[src/rtl/ya_alu_pkg.sv]
package ya_alu_pkg;

  typedef enum logic [2:0] {
    OP_ADDW = 3'd0,
    OP_SUBW = 3'd1,
    OP_CMPW = 3'd2,
    OP_INCW = 3'd3,
    OP_DECW = 3'd4,
    OP_LDW  = 3'd5,
    OP_MUL  = 3'd6,
    OP_RSV  = 3'd7
  } ya_op_e;

  localparam int FLAG_W = 5;
  localparam int FL_C   = 0;
  localparam int FL_Z   = 1;
  localparam int FL_H   = 2;
  localparam int FL_V   = 3;
  localparam int FL_N   = 4;

endpackage

[src/rtl/ya_byte_addsub.sv]
// Two-byte adder/subtractor: low byte first, its carry feeds the high byte.
module ya_byte_addsub #(
  parameter int BW = 8
) (
  input  logic [BW-1:0] hi_a,
  input  logic [BW-1:0] lo_a,
  input  logic [BW-1:0] hi_b,
  input  logic [BW-1:0] lo_b,
  input  logic          sub,
  output logic [BW-1:0] res_hi,
  output logic [BW-1:0] res_lo,
  output logic          carry,
  output logic          half,
  output logic          ovf
);
  localparam int HB = BW / 2;

  logic [BW-1:0] lo_b_eff;
  logic [BW-1:0] hi_b_eff;
  logic [BW:0]   lo_sum;
  logic [BW:0]   hi_sum;

  always_comb begin
    lo_b_eff = sub ? ~lo_b : lo_b;
    hi_b_eff = sub ? ~hi_b : hi_b;
    lo_sum   = {1'b0, lo_a} + {1'b0, lo_b_eff} + {{BW{1'b0}}, sub};
    hi_sum   = {1'b0, hi_a} + {1'b0, hi_b_eff} + {{BW{1'b0}}, lo_sum[BW]};
    res_lo   = lo_sum[BW-1:0];
    res_hi   = hi_sum[BW-1:0];
    carry    = hi_sum[BW];
    half     = hi_b_eff[HB] ^ hi_a[HB] ^ hi_sum[HB];
    ovf      = (hi_a[BW-1] == hi_b_eff[BW-1]) && (hi_sum[BW-1] != hi_a[BW-1]);
  end
endmodule

[src/rtl/ya_word_step.sv]
// Word increment / decrement with wrap.
module ya_word_step #(
  parameter int WW = 16
) (
  input  logic [WW-1:0] word,
  input  logic          dec,
  output logic [WW-1:0] res
);
  always_comb begin
    if (dec) res = word - WW'(1);
    else     res = word + WW'(1);
  end
endmodule

[src/rtl/ya_mul.sv]
// Unsigned shift-and-add multiplier, one partial-product stage per multiplier bit.
module ya_mul #(
  parameter int BW = 8
) (
  input  logic [BW-1:0]   mcand,
  input  logic [BW-1:0]   mplier,
  output logic [2*BW-1:0] prod
);
  localparam int PW = 2 * BW;

  logic [PW-1:0] acc [0:BW];

  assign acc[0] = '0;

  for (genvar i = 0; i < BW; i++) begin : g_pp
    logic [PW-1:0] term;
    assign term       = mplier[i] ? ({{BW{1'b0}}, mcand} << i) : '0;
    assign acc[i + 1] = acc[i] + term;
  end

  assign prod = acc[BW];
endmodule

[src/rtl/ya_word_alu.sv]
module ya_word_alu
  import ya_alu_pkg::*;
#(
  parameter int BW = 8
) (
  input  logic              clk,
  input  logic              rst,
  input  logic              in_valid,
  input  logic [2:0]        op,
  input  logic [BW-1:0]     y_in,
  input  logic [BW-1:0]     a_in,
  input  logic [BW-1:0]     opnd_lo,
  input  logic [BW-1:0]     opnd_hi,
  input  logic [FLAG_W-1:0] flags_in,
  output logic              out_valid,
  output logic [BW-1:0]     y_out,
  output logic [BW-1:0]     a_out,
  output logic [2*BW-1:0]   wb_data,
  output logic              wb_en,
  output logic [FLAG_W-1:0] flags_out
);
  localparam int WW = 2 * BW;

  ya_op_e op_e;
  assign op_e = ya_op_e'(op);

  // arithmetic path
  logic          as_sub;
  logic [BW-1:0] as_hi, as_lo;
  logic          as_c, as_h, as_v;

  assign as_sub = (op_e != OP_ADDW);

  ya_byte_addsub #(.BW(BW)) u_addsub (
    .hi_a   (y_in),
    .lo_a   (a_in),
    .hi_b   (opnd_hi),
    .lo_b   (opnd_lo),
    .sub    (as_sub),
    .res_hi (as_hi),
    .res_lo (as_lo),
    .carry  (as_c),
    .half   (as_h),
    .ovf    (as_v)
  );

  // increment / decrement path
  logic [WW-1:0] step_res;

  ya_word_step #(.WW(WW)) u_step (
    .word (({opnd_hi, opnd_lo})),
    .dec  ((op_e == OP_DECW)),
    .res  (step_res)
  );

  // multiply path
  logic [WW-1:0] mul_res;

  ya_mul #(.BW(BW)) u_mul (
    .mcand  (y_in),
    .mplier (a_in),
    .prod   (mul_res)
  );

  // result select
  logic [BW-1:0]     nx_y, nx_a;
  logic [WW-1:0]     nx_wb;
  logic              nx_wb_en;
  logic [FLAG_W-1:0] nx_f;
  logic [WW-1:0]     nz_src;
  logic              nz_upd;

  always_comb begin
    nx_y     = y_in;
    nx_a     = a_in;
    nx_wb    = '0;
    nx_wb_en = 1'b0;
    nx_f     = flags_in;
    nz_src   = '0;
    nz_upd   = 1'b0;
    unique case (op_e)
      OP_ADDW, OP_SUBW: begin
        nx_y       = as_hi;
        nx_a       = as_lo;
        nx_f[FL_C] = as_c;
        nx_f[FL_H] = as_h;
        nx_f[FL_V] = as_v;
        nz_src     = {as_hi, as_lo};
        nz_upd     = 1'b1;
      end
      OP_CMPW: begin
        nx_f[FL_C] = as_c;
        nz_src     = {as_hi, as_lo};
        nz_upd     = 1'b1;
      end
      OP_INCW, OP_DECW: begin
        nx_wb    = step_res;
        nx_wb_en = 1'b1;
        nz_src   = step_res;
        nz_upd   = 1'b1;
      end
      OP_LDW: begin
        nx_y   = opnd_hi;
        nx_a   = opnd_lo;
        nz_src = {opnd_hi, opnd_lo};
        nz_upd = 1'b1;
      end
      OP_MUL: begin
        nx_y   = mul_res[WW-1:BW];
        nx_a   = mul_res[BW-1:0];
        nz_src = mul_res;
        nz_upd = 1'b1;
      end
      default: begin
      end
    endcase
    if (nz_upd) begin
      nx_f[FL_N] = nz_src[WW-1];
      nx_f[FL_Z] = (nz_src == '0);
    end
  end

  // output stage
  always_ff @(posedge clk) begin
    if (rst) begin
      out_valid <= 1'b0;
      y_out     <= '0;
      a_out     <= '0;
      wb_data   <= '0;
      wb_en     <= 1'b0;
      flags_out <= '0;
    end else begin
      out_valid <= in_valid;
      if (in_valid) begin
        y_out     <= nx_y;
        a_out     <= nx_a;
        wb_data   <= nx_wb;
        wb_en     <= nx_wb_en;
        flags_out <= nx_f;
      end
    end
  end
endmodule

[config.mk]
export PLATFORM = sky130hd
export DESIGN_NAME = ya_word_alu
export DESIGN_NICKNAME = d
export VERILOG_FILES = /design/src/rtl/ya_alu_pkg.sv /design/src/rtl/ya_byte_addsub.sv /design/src/rtl/ya_word_step.sv /design/src/rtl/ya_mul.sv /design/src/rtl/ya_word_alu.sv
export SDC_FILE = /design/constraint.sdc
export NUM_CORES = 1
export LEC_CHECK = 0
export BUFFER_PORTS_ARGS = -buffer_cell sky130_fd_sc_hd__buf_2
export CAP_MARGIN = 5
export CORE_AREA = 2 2 114 116
export DETAILED_ROUTE_END_ITERATION = 6
export DIE_AREA = 0 0 116 118
export GPL_TIMING_DRIVEN = 0
export HOLD_SLACK_MARGIN = 0.03
export PLACE_DENSITY = 0.64
export SYNTH_ARGS = -nofsm -noshare
export SYNTH_HDL_FRONTEND = slang
export SYNTH_SLANG_ARGS = --single-unit
[constraint.sdc]
create_clock -name clk -period 14.6 [get_ports clk]
set_clock_uncertainty 0.1 [all_clocks]
set_input_delay 0.73 -clock clk [delete_from_list [all_inputs] [get_ports clk]]
set_output_delay 0.73 -clock clk [all_outputs]
set_load 0.02 [all_outputs]
==> impl_metrics.ini <==
[global_route]
grt_pass1_vias = 5498
globalRouteMet3Util = 0.0227
grt_util_all_layers = 0.271
busiest_layer = met2
grt_max_degree = 17
grt_pass1_wl_um = 28900
antenna_found_initial = 0
grt_overflow = 0
use_met1 = 0.369
gr-usage-met2 = 0.455

[timing]
rsz0062_at_grt = false
setup_viol = 0
report.final.slew_viol_count = 0
fmax_mhz = 145
fin_crit_sh = 0.472
max_slew_margin = 0.128
hold_violations = 0
worst_pin_slew_ps = 1300
min_period_ps = 6890
setup-tns-final_ps = 0

[setup_path]
critPathKind = input pin to flop
crit_path_start_kind = input pin
critPathMaxFanout = 10
worstPathRequired_ps = 14720
worst_setup_path_end_kind = flop
crit_arrival_ps = 7010

[worst_hold_path]
hold_path.class = flop to flop

[drt]
drc_errors = 0
route.vias.total = 5407
wl_per_cell_um = 19.5
drtIter0Drc = 332
first_pass_iters = 5
avgViaCountPerCell = 5.76
ant_nets = 0
routed_wirelength_um = 18300

[logic_synthesis]
syn_nets = 824
yosys-top-cells-area = fa_1 (15%), dfxtp_1 (14%), ha_1 (13%)
synthesis.area_um2 = 5530
ys.warnings.count = 0
ys_seq_area_frac = 0.141
synth_top_area_share = 0.152
synth-edff-count = 0
syn_avg_cell_area_um2 = 8.13
ys_types = 67
synth_seq_cells = 39
synthCells = 680
ys.flop_type = dfxtp_1
async_reset_ff_frac = 0
yosys.area.top_type = fa_1

[floorplan]
rows = 41
die-area_um2 = 13700
fp.dieH_um = 118
start_util = 0.445
core_um2 = 12400
num_io_pins = 82
fp.dieW_um = 116

[cells_and_area]
syn_to_final_growth_pct = 14.2
drive_above_1_share = 0.145
layout_common_cells = buf_2 (83), nand2_1 (60), a21oi_1 (60)
antenna_cells = 0
fill_cells = 1243
multi_input_comb_area_um2 = 4410
fin_nets = 910
fin_area_um2 = 6310
seqCellArea_um2 = 781
layout_commonest_cell = buf_2

[flow_run]
maxCapViolCount = 0

[cts]
clk_pin_slew_worst_paths_ps = 60
post_cts_buffers = 0
cts_resized = 0
cts_tree = done
cts-htree-levels = 2
clock_path_buffers = 2
hold_buffers = 0
cts_root_buf = clkbuf_16
clock_latency_ps = 280
cts_sinks = 39
cts_made_buffers = 5

[placement]
portBuffers = 79
gp_congestion = 0.950
placed_cell_area_um2 = 6140
dp_hpwl_um = 14800

[power_and_ir_drop]
leakagePower_nw = 2.91
power.density_nw_per_um2 = 97.1
vdd_drop_max_mv = 0.0496

[run_status]
status = completed
per-stage QoR:
stage	power, mW	instances	hold WS (ps)	utilization	setup slack [ps]
global placement	0.475	931	349	0.494	7660
global route	0.659	939	373	0.508	7400
floorplan	0.381	680	441	-	8800
CTS	0.611	939	362	0.508	7870
finish	0.613	939	361	0.508	7710
detailed placement	0.481	931	353	0.494	7610
critical path, stage by stage:
cell and delay, ps:
buf_2 130, buf_2 180, buf_2 210, or2_2 310, clkbuf_1 270, nor2_1 610, buf_4 350, xnor2_1 150
ha_1 300, a21o_1 210, a21oi_1 210, o21bai_1 90, a21oi_1 230, nor2b_1 80, o21ai_0 170, nand2b_1 180
fa_1 460, fa_1 420, nand3_1 100, a21boi_0 80, o21ai_0 160, nand2b_1 110, xnor2_1 450, nand3_1 120
o21ai_0 280, and4_1 230, a41o_1 160
final timing paths:
check          startpoint      endpoint  slack (ps)  depth (start not counted)
max                 op[2]  flags_out[1]        7710                         27
min           wb_data[11]   wb_data[11]         360                          2
max reg2reg  flags_out[1]  flags_out[1]       12520                          8
min reg2reg   wb_data[11]   wb_data[11]         360                          2
synthesized netlist by cell type (16+ instances only):
| cell | count |
|---|---|
| nand2_1 | 60 |
| nand3_1 | 27 |
| and2_1 | 48 |
| inv_1 | 50 |
| fa_1 | 42 |
| ha_1 | 59 |
| a21oi_1 | 60 |
| nor2_1 | 50 |
| xnor2_1 | 38 |
| o21ai_0 | 16 |
| dfxtp_1 | 39 |
| clkbuf_1 | 21 |
layout make-up:
cell class,count,area share
multi-input cells,559,0.699
flip-flops and latches,39,0.124
repair buffers,79,0.0627
well taps,172,0.0341
inverters,51,0.0303
plain buffers,31,0.0222
clock buffers,6,0.0220
clock inverters,2,0.00555
report_power, final:
part / leakage, nW / internal (mW) / total, mW / switching (mW)
combinational: 2.50 / 0.150 / 0.368 / 0.218
clock: 0.0868 / 0.0849 / 0.127 / 0.0420
sequential: 0.320 / 0.114 / 0.118 / 0.00407
total: 2.91 / 0.348 / 0.613 / 0.264
kinds of logic after synthesis:
| family | after synthesis | synth area share |
|---|---|---|
| muxes | 8 | 0.0145 |
| AOI/OAI and AO/OA | 167 | 0.204 |
| DFF | 39 | 0.141 |
| and+or+nand+nor | 231 | 0.212 |
| buffers and inverters | 82 | 0.0600 |
| adders and majority gates | 101 | 0.286 |
| xor gates and xnor gates | 52 | 0.0824 |
sequential cells by signal, summed over array words and instances (netlist names):
name       flops
a_out          8
flags_out      5
out_valid      1
wb_data       16
wb_en          1
y_out          8
routing by layer:
layer | wire [um] | vias up
met5 | 0 | -
met4 | 526 | 0
met3 | 842 | 33
met2 | 8830 | 188
met1 | 8100 | 2643
li1 | - | 2543
(Power assumes the default switching activity.)
